--- src/rtl/pulse_train_gate.sv ---
module pulse_train_gate #(
  parameter int W      = 16,
  parameter int DEF_HI = 4,
  parameter int DEF_LO = 4
) (
  input  logic         clk,
  input  logic         rst_n,
  input  logic         gate,
  input  logic         wr_en,
  input  logic [W-1:0] wr_high,
  input  logic [W-1:0] wr_low,
  output logic         pulse_out,
  output logic         ready,
  output logic         wr_err
);
  localparam logic [W-1:0] RST_HI = W'(DEF_HI);
  localparam logic [W-1:0] RST_LO = W'(DEF_LO);
  localparam logic [W-1:0] ONE    = W'(1);

  logic [W-1:0] act_hi, act_lo, stg_hi, stg_lo, cnt, len;
  logic         pend, hi_ph;

  wire [W-1:0] len_raw    = hi_ph ? act_hi : act_lo;
  assign       len        = (len_raw == '0) ? ONE : len_raw;
  wire         last       = (cnt == len - ONE);
  wire         period_end = gate && last && hi_ph;
  wire         take       = wr_en && ready;

  assign pulse_out = hi_ph;

  always_ff @(posedge clk) begin
    if (!rst_n) begin
      act_hi <= RST_HI;
      act_lo <= RST_LO;
      stg_hi <= RST_HI;
      stg_lo <= RST_LO;
      pend   <= 1'b0;
      cnt    <= '0;
      hi_ph  <= 1'b0;
      ready  <= 1'b1;
      wr_err <= 1'b0;
    end else begin
      if (gate) begin
        if (last) begin
          cnt   <= '0;
          hi_ph <= !hi_ph;
        end else begin
          cnt <= cnt + ONE;
        end
      end
      if (period_end && pend) begin
        act_hi <= stg_hi;
        act_lo <= stg_lo;
        pend   <= 1'b0;
      end
      if (take) begin
        stg_hi <= wr_high;
        stg_lo <= wr_low;
        pend   <= 1'b1;
        ready  <= 1'b0;
      end else if (period_end && !pend) begin
        ready  <= 1'b1;
      end
      if (wr_en && !ready) wr_err <= 1'b1;
    end
  end
endmodule


--- config.mk ---
export PLATFORM = sky130hd
export DESIGN_NAME = pulse_train_gate
export DESIGN_NICKNAME = d
export VERILOG_FILES = /design/src/rtl/pulse_train_gate.sv
export SDC_FILE = /design/constraint.sdc
export NUM_CORES = 1
export LEC_CHECK = 0
export CAP_MARGIN = 0
export CORE_UTILIZATION = 50
export DETAILED_ROUTE_END_ITERATION = 10
export PLACE_DENSITY = 0.73
export SLEW_MARGIN = 30
export SYNTH_ARGS = -nofsm -noshare
export SYNTH_HDL_FRONTEND = slang
export SYNTH_SLANG_ARGS = --single-unit
--- constraint.sdc ---
create_clock -name clk -period 4.3 [get_ports clk]
set_input_delay 0.86 -clock clk [delete_from_list [all_inputs] [get_ports clk]]
set_output_delay 0.86 -clock clk [all_outputs]
set_load 0.05 [all_outputs]
==> results of run 1 <==
[power groups by stage]
stage / Clock, µW / Combinational (µW) / Sequential [µW]
global route: 575 / 140 / 817
floorplan: 0 / 72.3 / 832
CTS: 543 / 124 / 815
global placement: 0 / 122 / 832
detailed placement: 0 / 124 / 833
finish: 533 / 125 / 814
[placed cells by master, fill, tap and decap left out, drive strengths merged, types with 10 or more instances in the layout]
cell type,synthesis,layout
nand3,47,47
mux2i,18,18
nor2,25,25
nor3,10,10
o21ai,38,38
nand2,76,76
a21oi,67,67
buf,12,12
clkdlybuf4s50,0,38
xnor2,17,17
dfxtp,84,84
xor2,16,16
[kinds of logic after synthesis]
group | Yosys count
simple gates | 200
xor+xnor | 33
buf+inv | 40
flops | 84
mux | 20
compound gates | 132
fa+ha+maj | 2
[metal layers]
| layer | up-vias | global-route usage |
|---|---|---|
| li1 | 1859 | - |
| met1 | 1666 | 0.339 |
| met2 | 86 | 0.341 |
| met3 | 17 | 0.0419 |
| met4 | 0 | 0.0846 |
| met5 | - | 0 |
[how the worst max path moves through the flow]
stage / start / to / slack, ps
2_1_floorplan: pulse_out$_SDFFE_PN0P_ / cnt[5]$_SDFFE_PN0P_ / 290
3_3_place_gp: pulse_out$_SDFFE_PN0P_ / ready$_SDFFE_PN1P_ / 410
3_5_place_dp: pulse_out$_SDFFE_PN0P_ / act_hi[6]$_SDFFE_PN0P_ / 250
4_1_cts: pulse_out$_SDFFE_PN0P_ / ready$_SDFFE_PN1P_ / 210
5_1_grt: pulse_out$_SDFFE_PN0P_ / ready$_SDFFE_PN1P_ / 10
6_report: pulse_out$_SDFFE_PN0P_ / ready$_SDFFE_PN1P_ / 330
[critical path, delay by kind of cell, from the launching register on]
family	cells	cell delay, ps
buf+inv	1	200
compound gates	4	1240
flops	1	450
xor+xnor	1	130
fa+ha+maj	1	230
simple gates	7	1620
[area by class of cell]
type                       instances  area (µm²)
sequential                        84        1690
multi-input combinational        387        2270
inverter                           4        16.3
tap                              102         128
clock buffer                       9         124
fill                             746        3070
timing repair buffer              50         495
clock inverter                     7        57.6
[sequential cells by signal, summed over array words and instances, names as in the netlist]
register   flops
ready          1
stg_hi        16
pulse_out      1
cnt           16
wr_err         1
act_lo        16
act_hi        16
stg_lo        16
pend           1
[through the flow]
step / util / std cells / power (µW) / cell area (µm²) / worst slack (ps)
2_1_floorplan: - / 511 / 904 / 4140 / 286
3_3_place_gp: 0.583 / 627 / 953 / 4580 / 414
3_5_place_dp: 0.584 / 627 / 957 / 4580 / 253
4_1_cts: 0.607 / 643 / 1480 / 4760 / 211
5_1_grt: 0.609 / 643 / 1530 / 4780 / 14.6
6_report: 0.609 / 643 / 1470 / 4780 / 330
==> key figures, run 1 <==
Die
  • Die width: 93.0 µm
  • Initial Util: 0.527
  • Die area: 8640 µm²
  • Die Height: 93.0 µm
  • Row count: 32
  • Core Region: 7850 µm²
  • # IOs: 39

Logic synthesis
  • Most frequent cells after synthesis: dfxtp_1 (84), nand2_1 (76), a21oi_1 (67)
  • Part of the Yosys area used for sequential elements: 0.407
  • Gate Count Post-Synth: 511
  • Simple-gate share of the synthesized area: 0.239
  • Cell with the most instances after synthesis: dfxtp_1
  • Synth area leader: dfxtp_1
  • Warnings, synthesis: 0
  • Compound-Gate Fraction of Synth Area: 0.181
  • Synth Flop Type: dfxtp_1
  • Syn_nets: 549
  • Multiplexer area fraction after synthesis: 0.0490
  • Area share of xor/xnor cells in the synthesized design: 0.0699
  • Synth Area in Adders: 0.00605
  • Yosys cell types: 56
  • Top-area cell type share of the netlist area: 0.407
  • FFs w/ async S/R, synth: 0
  • Number of synthesized flops with an enable pin: 0
  • Synthesized area per cell: 8.09 µm²
  • Cell Area, Synth: 4140 µm²
  • Top cells by area, synth: dfxtp_1 (41%), a21oi_1 (8.1%), nand2_1 (6.9%)
  • Yosys reg bits: 84
  • Largest family of logic cells by synthesized area: simple AND/OR/NAND/NOR gates

Clock network
  • Clock Root Buffer: clkbuf_8
  • CTS tree: yes
  • Clock buffer depth: 2
  • Post-CTS Hold Fix Bufs: 0
  • Clk sink count: 84
  • Worst-skew pair later-pin latency: 370 ps
  • Clock transition at the registers of the reported paths: 90 ps
  • Resized Gates After CTS: 0
  • H-Tree Depth: 3
  • Post CTS Setup Buffer Count: 0
  • Total CTS buffers: 9

Critical path
  • Reg2Reg Depth: 14
  • Worst endpoint required time: 4570 ps
  • Most frequent CP cell: nor2_1
  • R2R Setup Slk: 330 ps
  • CP max-delay cell: dfxtp_4
  • Worst EP arrival: 4240 ps
  • Worst-path cell chain: or3b_1, a222oi_1, nor4b_4, nor2_1, ha_1, nor4b_1, nor2_1, xnor2_1, a2111oi_1, o2111a_1, and4_1, buf_12, nand3_1, o311ai_1
  • Critical path fanouts, max: 34
  • CP endpoint kind: flip-flop
  • Setup crit start kind: flip-flop
  • Worst r2r src: pulse_out$_SDFFE_PN0P_
  • Setup CP Type: flip-flop to flip-flop
  • Worst R2R End: ready$_SDFFE_PN1P_
  • Critical Path Max Stage Delay: 450 ps

Placed design
  • GPL Wtd Cong: 0.921
  • Post-DP HPWL: 6640 µm
  • Port buffer count: 38

Global routing
  • Largest net degree at the start of global routing: 64
  • First-pass GRT wire length: 15900 µm
  • Total grt overflow: 0
  • Initial antenna violation count: 0
  • Vias in the first global route: 3307
  • Overall global routing resource usage: 0.233

Detailed routing
  • ANT nets after route: 0
  • Drt total wl: 9500 µm
  • Routed len/inst: 14.8 µm
  • DR pass1 iterations: 6
  • Via density: 5.64
  • Via Count: 3628
  • Highest routed layer: met4
  • Metal3 WL: 368 µm
  • Iter 0 DRT Violations: 257
  • M1 WL: 4810 µm
  • DRC Markers: 0
  • WL met2: 4100 µm

Power
  • Switching portion of total power: 0.269
  • Clock power share: 0.362
  • P per Cell Area: 308 nW/µm²
  • Peak supply drop: 0.201 mV
  • Pint: 1080 µW
  • Combinational power share: 0.085
  • Sequential share of power: 0.553
  • Lkg Pwr: 0.00162 µW
  • Switch Pwr: 397 µW

Timing
  • Hold Vio Cnt, Final: 0
  • Clk_skew: 12.4 ps
  • Hold_ws: 461 ps
  • Post-route setup TNS: 0 ps
  • Worst Tran Pin Value: 814 ps
  • Final period util: 0.923
  • RSZ-0062 raised after global routing: false
  • Setup-failing EPs final: 0
  • Achievable Freq: 0.252 GHz
  • Max_slew headroom: 0.457
  • Final Max Slew Viols: 0
  • Final min period: 3970 ps

Outcome
  • Status: complete, no violations

Min path
  • Min-delay src: stg_hi[14]$_SDFFE_PN0P_
  • Worst Hold Class: flip-flop to flip-flop
  • Hold Path Depth: 2
  • Worst Hold Path EP: stg_hi[14]$_SDFFE_PN0P_

Flow run
  • Max Cap Violations: 0

Cells and area
  • Nets: 574
  • Antenna Cells: 0
  • Share of cells above drive strength 1: 0.0758
  • Area grow syn2layout: 15.5%
Note: power is estimated with default switching activity, not from simulation.
==> inputs of run 2 (changes only) <==
- ABC_AREA: default -> 0
==> results of run 2 <==
Same layout as run 1: the final DEF is identical, and so are final timing and power.
